--- config.mk ---
export PLATFORM = sky130hd
export DESIGN_NAME = pipe_exc_tracker
export DESIGN_NICKNAME = d
export VERILOG_FILES = /design/src/rtl/exc_pkg.sv /design/src/rtl/exc_fetch_status.sv /design/src/rtl/exc_mem_status.sv /design/src/rtl/exc_stage_reg.sv /design/src/rtl/pipe_exc_tracker.sv
export SDC_FILE = /design/constraint.sdc
export NUM_CORES = 1
export LEC_CHECK = 0
export BUFFER_PORTS_ARGS = -buffer_cell sky130_fd_sc_hd__buf_4
export CAP_MARGIN = 15
export CORE_MARGIN = 8
export CORE_UTILIZATION = 50
export CTS_CLUSTER_DIAMETER = 50
export DETAILED_ROUTE_END_ITERATION = 10
export PLACE_DENSITY = 0.78
export SYNTH_ARGS = -nofsm -noshare
export SYNTH_HDL_FRONTEND = slang
export SYNTH_SLANG_ARGS = --single-unit
--- constraint.sdc ---
create_clock -name clk -period 2.1 [get_ports clk]
set_clock_uncertainty 0.05 [all_clocks]
set_input_delay 0.105 -clock clk [delete_from_list [all_inputs] [get_ports clk]]
set_output_delay 0.105 -clock clk [all_outputs]
set_load 0.01 [all_outputs]
--- src/rtl/exc_pkg.sv ---
package exc_pkg;

    localparam int STAT_W   = 3;
    localparam int NUM_REGS = 4;   // decode, execute, memory, write-back

    typedef enum logic [STAT_W-1:0] {
        ST_AOK = 3'd0,
        ST_BUB = 3'd1,
        ST_HLT = 3'd2,
        ST_ADR = 3'd3,
        ST_INS = 3'd4
    } status_t;

    function automatic logic is_fault(status_t s);
        return (s == ST_HLT) || (s == ST_ADR) || (s == ST_INS);
    endfunction

endpackage

--- src/rtl/exc_fetch_status.sv ---
module exc_fetch_status
    import exc_pkg::*;
(
    input  logic    bad_addr,
    input  logic    bad_instr,
    input  logic    halt,
    output status_t stat
);
    // Priority: an unreadable address leaves no opcode to judge.
    always_comb begin
        if (bad_addr)       stat = ST_ADR;
        else if (bad_instr) stat = ST_INS;
        else if (halt)      stat = ST_HLT;
        else                stat = ST_AOK;
    end
endmodule

--- src/rtl/exc_mem_status.sv ---
module exc_mem_status
    import exc_pkg::*;
(
    input  status_t stat_in,
    input  logic    addr_err,
    output status_t stat_out
);
    // Only a clean instruction can acquire a data-address fault.
    always_comb begin
        if (stat_in == ST_AOK && addr_err) stat_out = ST_ADR;
        else                               stat_out = stat_in;
    end
endmodule

--- src/rtl/exc_stage_reg.sv ---
module exc_stage_reg
    import exc_pkg::*;
(
    input  logic    clk,
    input  logic    rst,
    input  logic    hold,
    input  logic    bubble,
    input  status_t d,
    output status_t q
);
    always_ff @(posedge clk) begin
        if (rst)         q <= ST_BUB;
        else if (hold)   q <= q;
        else if (bubble) q <= ST_BUB;
        else             q <= d;
    end
endmodule

--- src/rtl/pipe_exc_tracker.sv ---
module pipe_exc_tracker
    import exc_pkg::*;
(
    input  logic                clk,
    input  logic                rst,
    input  logic                f_bad_addr,
    input  logic                f_bad_instr,
    input  logic                f_halt,
    input  logic                m_addr_err,
    input  logic [NUM_REGS-1:0] stall_i,
    input  logic [NUM_REGS-1:0] bubble_i,
    output logic                e_cc_en,
    output logic                m_mem_en,
    output logic                exc_taken,
    output logic [STAT_W-1:0]   exc_status
);
    localparam int IDX_D = 0;
    localparam int IDX_E = 1;
    localparam int IDX_M = 2;
    localparam int IDX_W = NUM_REGS - 1;

    status_t f_stat;
    status_t m_stat;
    status_t st_d [NUM_REGS];
    status_t st_q [NUM_REGS];
    status_t d_stat, e_stat, mq_stat, w_stat;
    logic    frozen;

    exc_fetch_status u_fetch (
        .bad_addr  (f_bad_addr),
        .bad_instr (f_bad_instr),
        .halt      (f_halt),
        .stat      (f_stat)
    );

    exc_mem_status u_mem (
        .stat_in  (st_q[IDX_M]),
        .addr_err (m_addr_err),
        .stat_out (m_stat)
    );

    assign frozen = is_fault(st_q[IDX_W]);

    for (genvar i = 0; i < NUM_REGS; i++) begin : g_reg
        if (i == 0) begin : g_src_fetch
            assign st_d[i] = f_stat;
        end else if (i == IDX_W) begin : g_src_mem
            assign st_d[i] = m_stat;
        end else begin : g_src_prev
            assign st_d[i] = st_q[i-1];
        end

        exc_stage_reg u_reg (
            .clk    (clk),
            .rst    (rst),
            .hold   (stall_i[i] | frozen),
            .bubble (bubble_i[i]),
            .d      (st_d[i]),
            .q      (st_q[i])
        );
    end

    assign d_stat  = st_q[IDX_D];
    assign e_stat  = st_q[IDX_E];
    assign mq_stat = st_q[IDX_M];
    assign w_stat  = st_q[IDX_W];

    assign e_cc_en    = (e_stat == ST_AOK) && !is_fault(m_stat) && !frozen;
    assign m_mem_en   = (m_stat == ST_AOK) && !frozen;
    assign exc_taken  = frozen;
    assign exc_status = w_stat;
endmodule

==> results.txt <==
Critical Path Source: g_reg[3].u_reg.q[2]
FFs w/ async S/R, synth: 0
Mapped Nets: 84
initial antenna violation count: 0
Synth Instances: 70
clk slew on worst S/H paths: 80 ps
drt wl/cell: 15.1 µm
ant diodes: 0
met3 routed WL: 146 µm
number of global-route vias before repair: 623
Syn Area/Cell: 9.74 µm²
max-cap viol count: 0
cts hold-fix bufs: 0
post-CTS resize count: 0
Worst-Margin Slew: 431 ps
largest family of logic cells by synthesized area: compound AO/OA/AOI/OAI gates
pwr/cell area: 551 mW/mm²
area grow syn2layout: 26.2%
post-CTS setup buffers: 0
RD Place Congestion: 0.766
WP buf/inv: 1
layout cells sized above 1: 0.341
Fin. Hold Viols: 0
row count: 13
Synth area leaders: dfxtp_1 35%, o311a_1 8.8%, a41o_1 5.9%
critical path cell sequence: nor3b_2 > or2_4 > a2111oi_4 > buf_4
Skew-Pair Late Insertion Delay: 270 ps
DIE AREA: 0.00280 mm²
detailed placement HPWL: 1270 µm
max FFs per register: 12
Synth Area in XOR/XNOR: 0
mux cell area share after synthesis: 0.0587
Period minus WS final: 1760 ps
All-Layer GR Usage: 0.123
Synth cell types: 30
Critical Path Start Type: flip-flop
Final setup viols: 0
RSZ-0062 raised after global routing: no
first-pass GRT wire length: 2630 µm
slowest CP cell: dfxtp_1
Max Root-Sink Buffers: 2
Die Wd: 52.9 µm
Crit. End Element: primary output
cell with the most instances after synthesis: dfxtp_1
list of most frequent post-synthesis cells: 12 x dfxtp_1, 7 x nor2_1, 6 x inv_1, 6 x o311a_1
met2 layer wire length in the routed design: 752 µm
Overflow after GRT: 0
crit-path leading delay family: simple AND/OR/NAND/NOR gates
DRT Pass-1 Iters: 4
Starting Density: 0.531
PortBufs: 19
sequential area share after synthesis: 0.352
HP Class: primary input to flip-flop
DRC viols: 0
setup slack after placement: 641 ps
complex-gate fraction of the synthesized area: 0.301
min-delay src: stall_i[3]
Worst EP required: 1950 ps
number of fill cells: 121
Top Ports: 20
peak supply drop: 421 µV
Synth Flop Type: dfxtp_1
vias per inst: 5.91
Core Area: 0.00128 mm²
Largest regs: g.u_reg.q (12)
Final Slew Violations: 0
achievable frequency: 0.567 GHz
Crit path largest cell delay: 370 ps
Placed Area: 825 µm²
max_slew headroom: 0.711
Yosys top cell area share: 0.352
fin nets: 106
Leakage: 0.406 nW
CTS sink cnt: 12
cell area after layout: 861 µm²
drt total wl: 1600 µm
CTS root buffer: clkbuf_4
Largest Register: g.u_reg.q
total CTS buffers: 3
Yosys top cell by area: dfxtp_1
YS warnings: 0
wire length on met1: 660 µm
cell area after synthesis: 682 µm²
simple-gate share of the synthesized area: 0.211
r2r startpoint: g_reg[3].u_reg.q[2]
period utilization: 0.840
largest net degree at the start of global routing: 12
Antenna Nets Post-Route: 0
#FFs+latches synth: 12
htree depth: 1
clock tree from TritonCTS: done
CP Data Arrival Time: 1610 ps
total number of vias: 626
run status: finished clean
Initial DRC Count: 7
WS Path Type: flip-flop to primary output
Final WS setup: 336 ps
highest metal used: met4
Synth Area in Adders: 0
number of enable flip-flop cells after synthesis: 0
critical path fanouts, max: 6
Die Y-Extent: 52.9 µm
Setup TNS: 0 ps
Hold WS: 13.4 ps
## metrics by stage
stage / utilization / cells / power, mW
floorplan: - / 70 / 0.263
global placement: 0.642 / 102 / 0.294
detailed placement: 0.642 / 102 / 0.295
CTS: 0.670 / 106 / 0.476
global route: 0.670 / 106 / 0.493
finish: 0.670 / 106 / 0.474
## final timing paths
| check | end | slack [ps] | cells past startpoint |
|---|---|---|---|
| setup / recovery | e_cc_en | 340 | 4 |
| hold reg to reg | g_reg[0].u_reg.q[1] | 430 | 2 |
| hold / removal | g_reg[3].u_reg.q[0] | 10 | 2 |
| setup reg to reg | g_reg[2].u_reg.q[2] | 660 | 4 |
## kinds of logic (layout without fill, tap and decap cells)
group	Yosys count	after routing
buffers and inverters	10	31
DFF	12	12
and+or+nand+nor	22	22
AOI/OAI and AO/OA	22	22
muxes	4	4
## routing by layer
metal | vias up | GRT usage
met5 | - | 0
met1 | 286 | 0.127
met3 | 4 | 0.0448
li1 | 314 | -
met4 | 0 | 0.0819
met2 | 22 | 0.203
## power breakdown
part	switching, mW	internal [mW]
sequential	0.00385	0.232
combinational	0.0248	0.0287
clock	0.0796	0.105
total	0.108	0.366
## cells in the final DEF, fill, tap and decap left out, types with 2 or more instances in the layout
cell type	synthesis	layout
mux2i_1	4	4
dfxtp_1	12	12
o21ai_0	2	2
o311a_1	6	6
nor2_1	7	7
buf_4	0	20
a41o_1	4	4
nor3_2	3	3
nor2b_1	2	2
inv_1	6	6
nor3_1	3	3
clkbuf_4	0	3
## area by class of cell
cell class                      count  area [µm²]  share of cell area
Tap cell                           15        18.8              0.0218
Clock buffer                        4        36.3              0.0422
Sequential cell                    12         240               0.279
Multi-Input combinational cell     48         389               0.452
Timing Repair Buffer               20         150               0.174
Inverter                            7        26.3              0.0305
No activity file was read; power rests on OpenSTA's default activity.
